[src/rtl/lru_mx_pkg.sv]
package lru_mx_pkg;

  // Bit position of the pair (i, j), i < j, in a pairwise-order word.
  // Pairs are counted with i ascending, then j ascending, starting at the top bit.
  function automatic int pair_pos(input int i, input int j, input int ways);
    int k;
    k = 0;
    for (int a = 0; a < i; a++) k += ways - 1 - a;
    k += j - i - 1;
    return (ways * (ways - 1) / 2) - 1 - k;
  endfunction

endpackage

[src/rtl/lru_mx_store.sv]
module lru_mx_store #(
  parameter int SETS  = 64,
  parameter int LRU_W = 6,
  localparam int SET_W = $clog2(SETS)
) (
  input  logic             clk,
  input  logic             rst,
  input  logic [SET_W-1:0] idx,
  input  logic             wr_en,
  input  logic [LRU_W-1:0] wr_word,
  input  logic             clr_all,
  output logic [LRU_W-1:0] rd_word
);

  // Order words live in a plain array with a synchronous write and an asynchronous read.
  // A per-set "live" flag lets a purge clear every set in one cycle without touching the array.
  logic [LRU_W-1:0] words [SETS];
  logic [SETS-1:0]  live;

  always_ff @(posedge clk) begin
    if (wr_en && !clr_all) words[idx] <= wr_word;
  end

  always_ff @(posedge clk) begin
    if (rst || clr_all) live <= '0;
    else if (wr_en)     live[idx] <= 1'b1;
  end

  assign rd_word = live[idx] ? words[idx] : '0;

endmodule

[src/rtl/lru_mx_update.sv]
module lru_mx_update
  import lru_mx_pkg::*;
#(
  parameter int WAYS = 4,
  localparam int WAY_W = $clog2(WAYS),
  localparam int LRU_W = WAYS * (WAYS - 1) / 2
) (
  input  logic [LRU_W-1:0] old_word,
  input  logic [WAY_W-1:0] way,
  output logic [LRU_W-1:0] new_word
);

  // Each pair bit is cleared when its lower way is used, set when its upper way is used,
  // and held otherwise.
  for (genvar i = 0; i < WAYS; i++) begin : g_lo
    for (genvar j = i + 1; j < WAYS; j++) begin : g_hi
      localparam int POS = pair_pos(i, j, WAYS);
      always_comb begin
        if (way == WAY_W'(i))      new_word[POS] = 1'b0;
        else if (way == WAY_W'(j)) new_word[POS] = 1'b1;
        else                       new_word[POS] = old_word[POS];
      end
    end
  end

endmodule

[src/rtl/lru_mx_victim.sv]
module lru_mx_victim
  import lru_mx_pkg::*;
#(
  parameter int WAYS = 4,
  localparam int WAY_W = $clog2(WAYS),
  localparam int LRU_W = WAYS * (WAYS - 1) / 2
) (
  input  logic [LRU_W-1:0] word,
  output logic [WAYS-1:0]  match,
  output logic [WAY_W-1:0] victim
);

  // A way is the oldest when every pair bit says the other way is more recent:
  // bits where it is the lower way must be 1, bits where it is the upper way must be 0.
  always_comb begin
    for (int w = 0; w < WAYS; w++) begin
      match[w] = 1'b1;
      for (int i = 0; i < WAYS; i++) begin
        for (int j = i + 1; j < WAYS; j++) begin
          if (i == w) match[w] = match[w] &  word[pair_pos(i, j, WAYS)];
          if (j == w) match[w] = match[w] & ~word[pair_pos(i, j, WAYS)];
        end
      end
    end
  end

  // The patterns are mutually exclusive. A word that matches none of them falls back to way 0.
  always_comb begin
    victim = '0;
    for (int w = WAYS - 1; w >= 0; w--) begin
      if (match[w]) victim = WAY_W'(w);
    end
  end

endmodule

[src/rtl/lru_mx_top.sv]
module lru_mx_top #(
  parameter int SETS = 64,
  parameter int WAYS = 4,
  localparam int SET_W = $clog2(SETS),
  localparam int WAY_W = $clog2(WAYS),
  localparam int LRU_W = WAYS * (WAYS - 1) / 2
) (
  input  logic             clk,
  input  logic             rst,
  input  logic             acc_valid,
  input  logic [SET_W-1:0] acc_set,
  input  logic [WAY_W-1:0] acc_way,
  input  logic             purge_all,
  output logic [WAY_W-1:0] vic_way
);

  logic [LRU_W-1:0] cur_word;
  logic [LRU_W-1:0] next_word;
  logic [WAYS-1:0]  way_match;
  logic [WAY_W-1:0] vic_comb;
  logic [WAY_W-1:0] vic_q;

  lru_mx_store #(.SETS(SETS), .LRU_W(LRU_W)) u_store (
    .clk     (clk),
    .rst     (rst),
    .idx     (acc_set),
    .wr_en   (acc_valid && !rst),
    .wr_word (next_word),
    .clr_all (purge_all && !rst),
    .rd_word (cur_word)
  );

  lru_mx_update #(.WAYS(WAYS)) u_upd (
    .old_word (cur_word),
    .way      (acc_way),
    .new_word (next_word)
  );

  lru_mx_victim #(.WAYS(WAYS)) u_vic (
    .word   (cur_word),
    .match  (way_match),
    .victim (vic_comb)
  );

  // After a reset every set is all zeros, which decodes to the highest way.
  always_ff @(posedge clk) begin
    if (rst) vic_q <= WAY_W'(WAYS - 1);
    else     vic_q <= vic_comb;
  end

  assign vic_way = vic_q;

endmodule

[config.mk]
export PLATFORM = sky130hd
export DESIGN_NAME = lru_mx_top
export DESIGN_NICKNAME = d
export VERILOG_FILES = /design/src/rtl/lru_mx_pkg.sv /design/src/rtl/lru_mx_store.sv /design/src/rtl/lru_mx_update.sv /design/src/rtl/lru_mx_victim.sv /design/src/rtl/lru_mx_top.sv
export SDC_FILE = /design/constraint.sdc
export NUM_CORES = 1
export LEC_CHECK = 0
export BUFFER_PORTS_ARGS = -buffer_cell sky130_fd_sc_hd__buf_2
export CORE_MARGIN = 1
export CORE_UTILIZATION = 63
export CTS_CLUSTER_SIZE = 8
export DETAILED_ROUTE_END_ITERATION = 8
export PLACE_DENSITY = 0.79
export SYNTH_ARGS = -nofsm -noshare
export SYNTH_HDL_FRONTEND = slang
export SYNTH_SLANG_ARGS = --single-unit
[constraint.sdc]
create_clock -name clk -period 7.2 [get_ports clk]
set_input_delay 1.44 -clock clk [delete_from_list [all_inputs] [get_ports clk]]
set_output_delay 1.44 -clock clk [all_outputs]
set_load 0.02 [all_outputs]
==> summary.md, run 1 <==
| Metric | Value |
|---|---|
| Core Box Area | 27900 um2 |
| Setup_tns | 0 ns |
| Detail-routed via count per cell | 7.02 |
| Worst rel slew slack | 2.30% |
| Cell seen most often among critical-path stages | buf_4 |
| Switch share | 21.3% |
| Final setup violation count | 0 |
| Number of iterations in the first detailed-routing pass | 6 |
| Total Routing Usage GR | 33.5% |
| Max-capacitance violation count | 0 |
| Mapped Cells | 1210 |
| Worst hold path class | reg2reg |
| Synthesized area per cell | 14.8 um2 |
| Nets in the synthesized netlist | 1222 |
| Outcome | completed |
| Vias after detailed routing | 11500 |
| Cell variety after synth | 65 |
| Type of the worst setup path | in2reg |
| Power consumption | 5880 uW |
| Register area share after synthesis | 71.7% |
| RSZ-0062 raised after global routing | false |
| Area growth from synthesis to final layout | 12.4% |
| Worst stage delay on the critical path | 0.74 ns |
| Antenna-violating nets left | 0 |
| Final Cycle Share | 70.7% |
| Post-synthesis instance area | 17900 um2 |
| Die width | 171 um |
| Most frequent standard cell in the layout excluding fill and tap cells | edfxtp_1 |
| Critical Path RT | 7.51 ns |
| Post-CTS repair timing setup buffer count | 0 |
| Switching component of the power | 1260 uW |
| Number of warnings printed during yosys synthesis | 0 |
| Number of enable-type register cells in the synthesized netlist | 384 |
| First-pass GRT wire length | 69800 um |
| Flop pwr share | 48.4% |
| Diode insertion count for antenna repair | 0 |
| Slowest cell on the critical path | buf_4 |
| Number of DRC markers in iteration 0 | 1949 |
| Final-report hold violation count | 0 |
| DRT Wirelength | 47000 um |
| Int Power | 4630 uW |
| DRC errors left | 0 |
| Initial antenna violation count | 1 |
| Crit-path cells | buf_4 > buf_4 > and2_0 > buf_4 > a21oi_1 > o21ai_0 > a21oi_1 > o32a_1 > o2111ai_1 > a22oi_1 > a21oi_4 > buf_4 |
| Cell Pwr Density | 292 nW/um2 |
| Clock slew at the register clock pins of the worst setup and hold paths | 0.05 ns |
| Worst-Margin Slew | 1.45 ns |
| Boundary Pins | 14 |
| Clock root cell | clkbuf_16 |
| Most common flop cell mapped by yosys | edfxtp_1 |
| Worst-case vdd ir drop | 211 uV |
| Max Transition Viols Final | 0 |
| Number of buffers inserted by hold repair at cts | 0 |
| Comb pwr share | 5.2% |
| Cells on worst reg2reg path | 7 |
| Final net count | 1251 |
| Number of buffers inserted during clock tree synthesis | 66 |
| Setup WS post-layout | 2.11 ns |
| Fmax | 196 MHz |
| LEAKAGE | 0.00656 uW |
| Min Hold Slack | 0.462 ns |
| Placement Rows | 61 |
| CP max FO | 64 |
| Starting utilization of the core area | 64.3% |
| Worst hold path cell count | 2 |
| Crit end category | flip-flop |
| TritonCTS clock tree | built |
| Die Y-Extent | 171 um |
| Min Tclk post-route | 5.09 ns |
| Clock power frac | 46.3% |
| Clock Skew | 0.0264 ns |
| Overall die area | 29100 um2 |
| Critical Path Start Type | primary input |
| Crit path arrival time | 5.40 ns |
| Via count of the first global-routing pass | 11200 |
| Number of fillers in the final layout | 1727 |
| Post-CTS Resized | 0 |
| Global placement routability congestion | 0.931 |
| Largest net degree at the start of global routing | 65 |
| CTS Sinks | 450 |
| Clk Latency, worst-skew pair | 0.57 ns |
| Grt total ovfl | 0 |
| Setup WS pre-CTS | 1.63 ns |
| Proportion of layout cells with a drive suffix above 1 | 15.4% |
| Count of buffers from port buffering | 13 |
| Leading cell types in the layout, fill and taps excluded | edfxtp_1 (384), nor2_1 (158), a21oi_1 (99), clkbuf_16 (68), dfxtp_1 (66) |
| Fraction of registers with async set/reset | 0% |
| CTS Buffer Depth | 3 |
| H-tree levels | 3 |
| Detailed Place HPWL | 28500 um |
| Wire per inst | 28.7 um |
| Flops & latches, synth | 450 |
## worst paths after layout
check | to | startpoint | slack, ns
worst min-delay path | u_store.live[61]$_SDFFE_PP0P_ | u_store.live[61]$_SDFFE_PP0P_ | 0.46
worst max-delay path | u_store.words[5][2]$_DFFE_PP_ | acc_set[1] | 2.11
worst min register to register | u_store.live[61]$_SDFFE_PP0P_ | u_store.live[61]$_SDFFE_PP0P_ | 0.46
worst max register to register | u_store.words[31][3]$_DFFE_PP_ | u_store.words[63][3]$_DFFE_PP_ | 4.00
## cells in the mapped netlist, types with 3 or more instances
cell / n / area share [%]
and2_1: 4 / 0.14
inv_1: 3 / 0.063
mux2_2: 35 / 2.2
a32oi_1: 4 / 0.20
buf_1: 8 / 0.17
nor2b_1: 7 / 0.24
o21ai_0: 38 / 1.1
or2_2: 3 / 0.10
nand2_1: 47 / 0.98
a31oi_1: 6 / 0.21
mux2_1: 3 / 0.19
and4_1: 3 / 0.15
and3_1: 3 / 0.10
nor3_1: 10 / 0.28
dfxtp_1: 66 / 7.4
clkbuf_1: 29 / 0.61
a222oi_1: 8 / 0.45
a22oi_1: 28 / 1.2
a221o_1: 18 / 1.0
nand2b_1: 10 / 0.35
edfxtp_1: 384 / 64
or3_1: 5 / 0.17
buf_6: 7 / 0.44
mux2i_1: 54 / 3.0
mux4_2: 22 / 2.8
a22o_1: 9 / 0.44
a221oi_1: 34 / 1.7
nand3_1: 7 / 0.20
buf_4: 7 / 0.29
o22ai_1: 14 / 0.49
o211ai_1: 3 / 0.13
o2bb2ai_1: 5 / 0.24
a2bb2oi_1: 3 / 0.15
buf_2: 29 / 0.81
nor2_1: 159 / 3.3
a21oi_1: 100 / 2.8
## final cells by class
type	count	area (um2)	share of cell area (%)
flip-flops and latches	450	12900	63.8
multi-input cells	672	4660	23.1
clock buffers	83	1760	8.73
well taps	378	473	2.35
repair buffers	43	298	1.48
clock inverters	6	75.1	0.373
inverters	6	25.0	0.124
## kinds of logic (layout without fill, tap and decap cells)
kind of cell | Yosys count | in the layout | synth area share [%]
AO/OA/AOI/OAI | 287 | 287 | 10.8
multiplexers | 114 | 114 | 8.17
AND/OR/NAND/NOR | 270 | 270 | 6.52
buffers and inverters | 88 | 138 | 2.68
flip-flops | 450 | 450 | 71.7
adder cells (fa/ha/maj) | 1 | 1 | 0.0628
## layer usage
metal | share of wire, % | GRT usage (%) | wire length, um | vias to the layer above
met5 | 0.028 | 0 | 13 | -
met4 | 5.1 | 17.3 | 2390 | 2
met3 | 13 | 8.91 | 5990 | 183
met2 | 45 | 50.2 | 21300 | 922
met1 | 37 | 45.4 | 17400 | 5610
li1 | - | - | - | 4777
## power by group through the flow
stage	combinational [uW]	clock, uW	sequential [uW]
after detailed placement	295	0	2900
after global routing	319	2850	2850
final	308	2730	2850
after global placement	290	0	2900
after CTS	298	2740	2850
after floorplan	189	0	2900
## registers in the layout, summed over array words and instances, names as in the netlist
register / cells
u_store.live: 64
u_store.words: 384
vic_way: 2
## stage by stage
step | instance area (um2) | cells | utilization, %
5_1_grt | 20100 | 1638 | 72.3
2_1_floorplan | 17900 | 1210 | -
3_5_place_dp | 18300 | 1549 | 65.7
3_3_place_gp | 18300 | 1549 | 65.7
4_1_cts | 20100 | 1638 | 72.3
6_report | 20100 | 1638 | 72.3
## worst max-delay path: cells and delay by family
| family | cells | cell delay (ns) |
|---|---|---|
| simple gates | 1 | 0.22 |
| compound gates | 7 | 1.68 |
| buf+inv | 4 | 1.96 |
(Power assumes the default switching activity.)
==> run 2, diff against run 1 <==
Settings changed: ABC_AREA set to 1, CORE_UTILIZATION 63 to 57, PLACE_DENSITY 0.79 to 0.76.
Clock period 7.2 ns to 4.2 ns, I/O delays scaled along.
==> summary.md, run 2 <==
| Metric | Value |
|---|---|
| Most common flop cell mapped by yosys | edfxtp_1 |
| Detail-routed via count per cell | 5.56 (-21%) |
| Register bank with the most flops | u_store.words |
| Most used standard cells in the synthesized netlist | nand2_1 (685), edfxtp_1 (384), inv_1 (313), nand3_1 (155), nor2_1 (139) |
| Post-synthesis instance area | 19600 um2 (+9.6%) |
| Worst hold path cell count | 2 (unchanged) |
| Clock Skew | 0.0178 ns (-0.00864 ns) |
| Clock root cell | clkbuf_16 |
| Max-capacitance violation count | 0 (unchanged) |
| Worst hold path startpoint | u_store.live[36]$_SDFFE_PP0P_ |
| Diode insertion count for antenna repair | 0 (unchanged) |
| DRT Wirelength | 51600 um (+9.8%) |
| Number of iterations in the first detailed-routing pass | 6 (unchanged) |
| Count of buffers from port buffering | 13 (unchanged) |
| Cell Pwr Density | 464 nW/um2 (+59%) |
| Worst-case vdd ir drop | 285 uV (+35%) |
| Clock slew at the register clock pins of the worst setup and hold paths | 0.05 ns (about the same) |
| Cell area after layout | 22500 um2 (+12%) |
| Critical Path Start Type | primary input |
| Total Routing Usage GR | 29.8% (-3.7 points) |
| Initial antenna violation count | 0 (-1) |
| Final net count | 2111 (+69%) |
| DRC errors left | 0 (unchanged) |
| CTS Sinks | 450 (unchanged) |
| CTS Buffer Depth | 3 (unchanged) |
| Number of buffers inserted by hold repair at cts | 0 (unchanged) |
| Fraction of registers with async set/reset | 0% (unchanged) |
| Overall die area | 35200 um2 (+21%) |
| Crit path arrival time | 3.50 ns (-1.90 ns) |
| Number of warnings printed during yosys synthesis | 0 (unchanged) |
| CP max FO | 26 (-59%) |
| Area growth from synthesis to final layout | 14.6% |
| Post-CTS repair timing setup buffer count | 0 (unchanged) |
| Number of enable-type register cells in the synthesized netlist | 384 (unchanged) |
| Crit end category | flip-flop |
| Library cell with the highest instance count after synthesis | nand2_1 |
| Slowest cell on the critical path | buf_2 |
| First-pass GRT wire length | 80100 um (+15%) |
| Final setup violation count | 0 (unchanged) |
| Worst stage delay on the critical path | 0.45 ns (-0.29 ns) |
| Die width | 188 um (+9.9%) |
| Crit-path cells | buf_2 > nor2_4 > buf_12 > nand3_1 > nand2_1 > o21ai_1 > nand2_1 > nor2_1 > nand2_1 > nand3_1 > nand2_2 > buf_12 |
| Fmax | 311 MHz |
| Launch instance of the worst register-to-register path | u_store.words[12][4]$_DFFE_PP_ |
| Proportion of layout cells with a drive suffix above 1 | 9.77% (-5.6 points) |
| Critical R2R Capture | u_store.words[14][4]$_DFFE_PP_ |
| Number of flip-flops under the largest register name | 384 (unchanged) |
| Register area share after synthesis | 65.4% (-6.3 points) |
| End point of the most critical hold path | u_store.live[36]$_SDFFE_PP0P_ |
| Post-Place Cells | 2479 (+60%) |
| Clk Latency, worst-skew pair | 0.56 ns (about the same) |
| FF-to-FF setup slack | 1.59 ns (-2.41 ns) |
| Outcome | completed |
| Setup_tns | 0 ns (unchanged) |
| Final-report hold violation count | 0 (unchanged) |
| Detailed Place HPWL | 31800 um (+11%) |
| Worst hold path class | reg2reg |
| Largest net degree at the start of global routing | 85 (+31%) |
| Nets in the synthesized netlist | 2060 (+69%) |
| Via count of the first global-routing pass | 14300 (+27%) |
| Top cell type's share of synthesized area | 58.7% (-5.6 points) |
| TritonCTS clock tree | built |
| Worst-Margin Slew | 0.915 ns (-0.540 ns) |
| Worst rel slew slack | 38.9% (+37 points) |
| Synthesized area per cell | 9.59 um2 (-35%) |
| Starting utilization of the core area | 58.3% (-6.1 points) |
| Max Transition Viols Final | 0 (unchanged) |
| Leading cell types in the layout, fill and taps excluded | nand2_1 (682), edfxtp_1 (384), inv_1 (313), nand3_1 (155), nor2_1 (138) |
| Post-Layout Cell Count | 2598 (+59%) |
| Crit path max-delay family | simple AND/OR/NAND/NOR gates |
| Cell taking the most area after synthesis | edfxtp_1 |
| Core Box Area | 33700 um2 (+21%) |
| Vias after detailed routing | 14500 (+26%) |
| Final Cycle Share | 76.6% |
| LEAKAGE | 0.00950 uW (+45%) |
| Total placed instance area | 20600 um2 (+12%) |
| Grt total ovfl | 0 (unchanged) |
| Cells on worst reg2reg path | 10 (+3) |
| Post-CTS Resized | 0 (unchanged) |
| Buffers and inverters on the worst path | 3 (-1) |
| Number of DRC markers in iteration 0 | 1877 (-3.7%) |
| Most frequent standard cell in the layout excluding fill and tap cells | nand2_1 |
| Largest cells by area after synthesis | edfxtp_1 (59%), nand2_1 (13%), dfxtp_1 (6.7%) |
| Global placement routability congestion | 0.978 (+5.0%) |
| Cell seen most often among critical-path stages | nand2_1 |
| RSZ-0062 raised after global routing | false |
| Die Y-Extent | 188 um (+9.9%) |
| Flops & latches, synth | 450 (unchanged) |
| Cell variety after synth | 25 (-62%) |
| Final core utilization | 66.8% (-5.5 points) |
| Mapped Cells | 2048 (+69%) |
| Min Tclk post-route | 3.22 ns |
| Wire per inst | 19.9 um (-31%) |
| Min Hold Slack | 0.457 ns (-0.00495 ns) |
| Number of buffers inserted during clock tree synthesis | 66 (unchanged) |
| Placement Rows | 67 (+9.8%) |
| H-tree levels | 3 (unchanged) |
| Type of the worst setup path | in2reg |
| Boundary Pins | 14 (unchanged) |
| Critical Path RT | 4.48 ns (-3.03 ns) |
| Antenna-violating nets left | 0 (unchanged) |
==> run 2: cell types whose count changed in the layout (fill, tap and decap cells not counted), moves of 21 or more <==
cell and delta:
a21oi_1 -35, a221oi_1 -34, a22oi_1 -28, clkbuf_1 +32, inv_1 +310, mux2_2 -35
mux2i_1 -54, mux4_2 -22, nand2_1 +635, nand3_1 +148, o21ai_0 -21, o21ai_1 +37
or2_2 +23
==> run 2: logic make-up (layout without fill, tap and decap cells) <==
family	after synthesis	count (layout)	synth area share, %
buf+inv	417	519	8.66
simple gates	1039	1039	22.0
flops	450	450	65.4
compound gates	142	142	3.91
==> run 2: final cells by class <==
cell class | count | area, um2
clock buffers | 116 | 1900
clock inverters | 3 | 26.3
fillers | 2507 | 11200
inverters | 323 | 1210
multi-input cells | 1181 | 5140
flip-flops and latches | 450 | 12900
well taps | 448 | 561
repair buffers | 77 | 805
==> run 2: worst register-to-register path, delay by kind of cell (launching register included) <==
family / cells / cell delay (ns)
AO/OA/AOI/OAI: 1 / 0.39
buffers and inverters: 1 / 0.30
AND/OR/NAND/NOR: 8 / 1.28
flip-flops: 1 / 0.34
==> run 2: metal layers <==
layer  routed length (um)  track usage [%]  vias to the layer above
met4                 2070             13.1                        0
li1                     -                -                     6641
met2                24200             47.4                      877
met1                20000             40.5                     6780
met3                 5410             5.18                      155
met5                    0                0                        -
==> run 2: metrics by stage <==
stage,total power (uW),setup WS (ns)
2_1_floorplan,5360,0.179
3_3_place_gp,5630,0.596
3_5_place_dp,5640,0.573
4_1_cts,10500,1.12
5_1_grt,10700,0.912
6_report,10400,0.982
==> run 2: power by group <==
group	internal (uW)	switching [uW]
sequential	4900	1.78
combinational	174	489
clock	3050	1830
==> run 2: worst max-delay path by stage <==
| stage | start | end | slack, ns | depth (start not counted) |
|---|---|---|---|---|
| global route | acc_set[1] | u_store.words[14][4]$_DFFE_PP_ | 0.91 | 12 |
| global placement | acc_set[1] | u_store.words[44][4]$_DFFE_PP_ | 0.60 | 12 |
| CTS | acc_set[1] | u_store.words[14][4]$_DFFE_PP_ | 1.12 | 12 |
| detailed placement | acc_set[1] | u_store.words[44][4]$_DFFE_PP_ | 0.57 | 12 |
| floorplan | acc_set[1] | u_store.words[0][3]$_DFFE_PP_ | 0.18 | 12 |
| finish | acc_set[1] | u_store.words[14][4]$_DFFE_PP_ | 0.98 | 12 |
==> run 3, diff against run 2 <==
Settings changed: ABC_AREA 1 to 0.
Clock period 4.2 ns to 2.89 ns, I/O delays scaled along.
==> summary.md, run 3 (same netlist as run 1, synthesis figures left out) <==
| Metric | Value |
|---|---|
| Worst setup endpoint | u_store.words[5][0]$_DFFE_PP_ |
| Core Box Area | 30700 um2 (-8.8%) |
| Multi-input combinational cell area | 4750 um2 (-7.7%) |
| Min Tclk post-route | 2.94 ns |
| Crit path arrival time | 3.32 ns (-0.18 ns) |
| Global placement routability congestion | 0.980 (+0.24%) |
| CTS Sinks | 450 (unchanged) |
| Worst-Margin Slew | 1.24 ns (+0.323 ns) |
| Critical Path Start Type | primary input |
| Final core utilization | 72.6% (+5.9 points) |
| Die Y-Extent | 179 um (-4.4%) |
| Most frequent standard cell in the layout excluding fill and tap cells | edfxtp_1 |
| Worst setup path start | acc_set[2] |
| Clock slew at the register clock pins of the worst setup and hold paths | 0.05 ns (about the same) |
| Starting utilization of the core area | 58.3% (about the same) |
| Final net count | 1494 (-29%) |
| Clock Skew | 0.0204 ns (+0.00267 ns) |
| Final-report hold violation count | 0 (unchanged) |
| Wire per inst | 27.6 um (+39%) |
| Leading cell types in the layout, fill and taps excluded | edfxtp_1 (384), buf_4 (252), nor2_1 (156), a21oi_1 (99), clkbuf_16 (69) |
| RSZ-0062 raised after global routing | false |
| Final setup violation count | 57 (+57) |
| Overall die area | 32200 um2 (-8.7%) |
| Cell area after layout | 22300 um2 (-0.76%) |
| Worst-case vdd ir drop | 525 uV (+84%) |
| Number of iterations in the first detailed-routing pass | 8 (+2) |
| Die width | 179 um (-4.4%) |
| Largest net degree at the start of global routing | 65 (-24%) |
| Max-capacitance violation count | 0 (unchanged) |
| H-tree levels | 3 (unchanged) |
| Critical R2R Capture | u_store.words[2][3]$_DFFE_PP_ |
| Setup WS post-layout | -0.0486 ns (-1.03 ns) |
| Antenna-violating nets left | 0 (unchanged) |
| Via count of the first global-routing pass | 12400 (-13%) |
| Clock root cell | clkbuf_16 |
| Violations in the final reports | DRC, setup timing |
| Cell Pwr Density | 672 nW/um2 (+45%) |
| Crit end category | flip-flop |
| Proportion of layout cells with a drive suffix above 1 | 29.9% (+20 points) |
| Fmax | 340 MHz |
| Vias after detailed routing | 12600 (-13%) |
| Post-CTS repair timing setup buffer count | 0 (unchanged) |
| Number of flip-flops under the largest register name | 384 (unchanged) |
| Total Routing Usage GR | 33.6% (+3.8 points) |
| DRT Wirelength | 52300 um (+1.3%) |
| Area growth from synthesis to final layout | 24.6% |
| Critical Path RT | 3.27 ns (-1.21 ns) |
| Worst hold path class | in2reg |
| Placement Rows | 64 (-4.5%) |
| TritonCTS clock tree | built |
| Grt total ovfl | 0 (unchanged) |
| Min Hold Slack | 0.374 ns (-0.0828 ns) |
| Launch instance of the worst register-to-register path | u_store.words[4][3]$_DFFE_PP_ |
| Number of fillers in the final layout | 1875 (-25%) |
| CP max FO | 33 (+27%) |
| Total placed instance area | 20500 um2 (-0.41%) |
| Detail-routed via count per cell | 6.62 (+19%) |
| Number of buffers inserted during clock tree synthesis | 66 (unchanged) |
| CTS Buffer Depth | 3 (unchanged) |
| Boundary Pins | 14 (unchanged) |
| Max Transition Viols Final | 0 (unchanged) |
| Detailed Place HPWL | 34900 um (+9.8%) |
| Number of buffers inserted by hold repair at cts | 0 (unchanged) |
| First-pass GRT wire length | 77200 um (-3.6%) |
| Register bank with the most flops | u_store.words |
| Diode insertion count for antenna repair | 0 (unchanged) |
| Worst rel slew slack | 16.9% (-22 points) |
| Clk Latency, worst-skew pair | 0.56 ns (about the same) |
| DRC errors left | 2 (+2) |
| Outcome | finished with violations |
| Number of DRC markers in iteration 0 | 1792 (-4.5%) |
| Register area | 12900 um2 (unchanged) |
| Cells on worst reg2reg path | 9 (-1) |
| FF-to-FF setup slack | 0.13 ns (-1.46 ns) |
| LEAKAGE | 0.00789 uW (-17%) |
| Initial antenna violation count | 0 (unchanged) |
| Count of buffers from port buffering | 13 (unchanged) |
| Type of the worst setup path | in2reg |
| Final Cycle Share | 102% |
run 3: changes by cell type in the layout (fill, tap and decap cells not counted), moves of 23 or more:
cell | previous run | this run
or2_2 | 26 | 3
a21oi_1 | 64 | 99
mux2_2 | 0 | 35
o21ai_1 | 37 | 2
nand3_1 | 155 | 6
inv_1 | 313 | 3
buf_4 | 44 | 252
clkbuf_1 | 47 | 15
a221oi_1 | 0 | 34
nand2_1 | 682 | 47
mux2i_1 | 0 | 54
a22oi_1 | 0 | 27
run 3: area by class of cell:
| type | count | area share, % |
|---|---|---|
| Clock buffer | 84 | 7.98 |
| Tap cell | 396 | 2.22 |
| Clock inverter | 3 | 0.112 |
| Inverter | 6 | 0.112 |
| Sequential cell | 450 | 57.5 |
| Timing Repair Buffer | 286 | 10.8 |
| Multi-Input combinational cell | 672 | 21.3 |
run 3: worst min path at each step:
| stage | from | end | slack, ns | depth (start not counted) |
|---|---|---|---|---|
| 2_1_floorplan | u_store.live[53]$_SDFFE_PP0P_ | u_store.live[53]$_SDFFE_PP0P_ | 0.43 | 2 |
| 3_3_place_gp | u_store.live[18]$_SDFFE_PP0P_ | u_store.live[18]$_SDFFE_PP0P_ | 0.45 | 2 |
| 3_5_place_dp | u_store.live[10]$_SDFFE_PP0P_ | u_store.live[10]$_SDFFE_PP0P_ | 0.45 | 2 |
| 4_1_cts | rst | vic_way[0]$_SDFF_PP1_ | 0.34 | 3 |
| 5_1_grt | rst | vic_way[0]$_SDFF_PP1_ | 0.37 | 3 |
| 6_report | rst | vic_way[0]$_SDFF_PP1_ | 0.37 | 3 |
run 3: critical path: stages:
cell and delay [ns]:
buf_4 0.18, buf_12 0.17, nor2b_1 0.36, buf_4 0.24
a32oi_1 0.13, o211ai_1 0.33, a2bb2oi_1 0.13, and4_1 0.23
or2_2 0.32, o21ai_4 0.35, buf_12 0.24
run 3: power breakdown:
part	internal, uW	switching [uW]
Clock	4250	2610
Sequential	7090	3.23
Combinational	422	637
run 3: metal layers:
layer | track usage (%) | up-vias | share of wire, %
met5 | 0 | - | 0
met4 | 17.6 | 0 | 5.6
met3 | 8.63 | 213 | 11
met2 | 51.4 | 887 | 46
met1 | 44.6 | 6209 | 37
li1 | - | 5258 | -
run 3: stage by stage:
step                      cells  power (uW)  TNS [ns]  setup WS (ns)
after floorplan            1210        7730    -46.01         -0.370
after global placement     1810        8210   -150.46         -0.706
after detailed placement   1810        8230   -151.07         -0.701
after CTS                  1897       15000         0         0.0227
after global routing       1897       15400         0        0.00127
final                      1897       15000     -1.89        -0.0486
run 3: timing repair:
item                                    in CTS  in global routing
pin swaps                                    2                  5
gates resized for setup                      1                  7
endpoints found under the setup margin      65                182
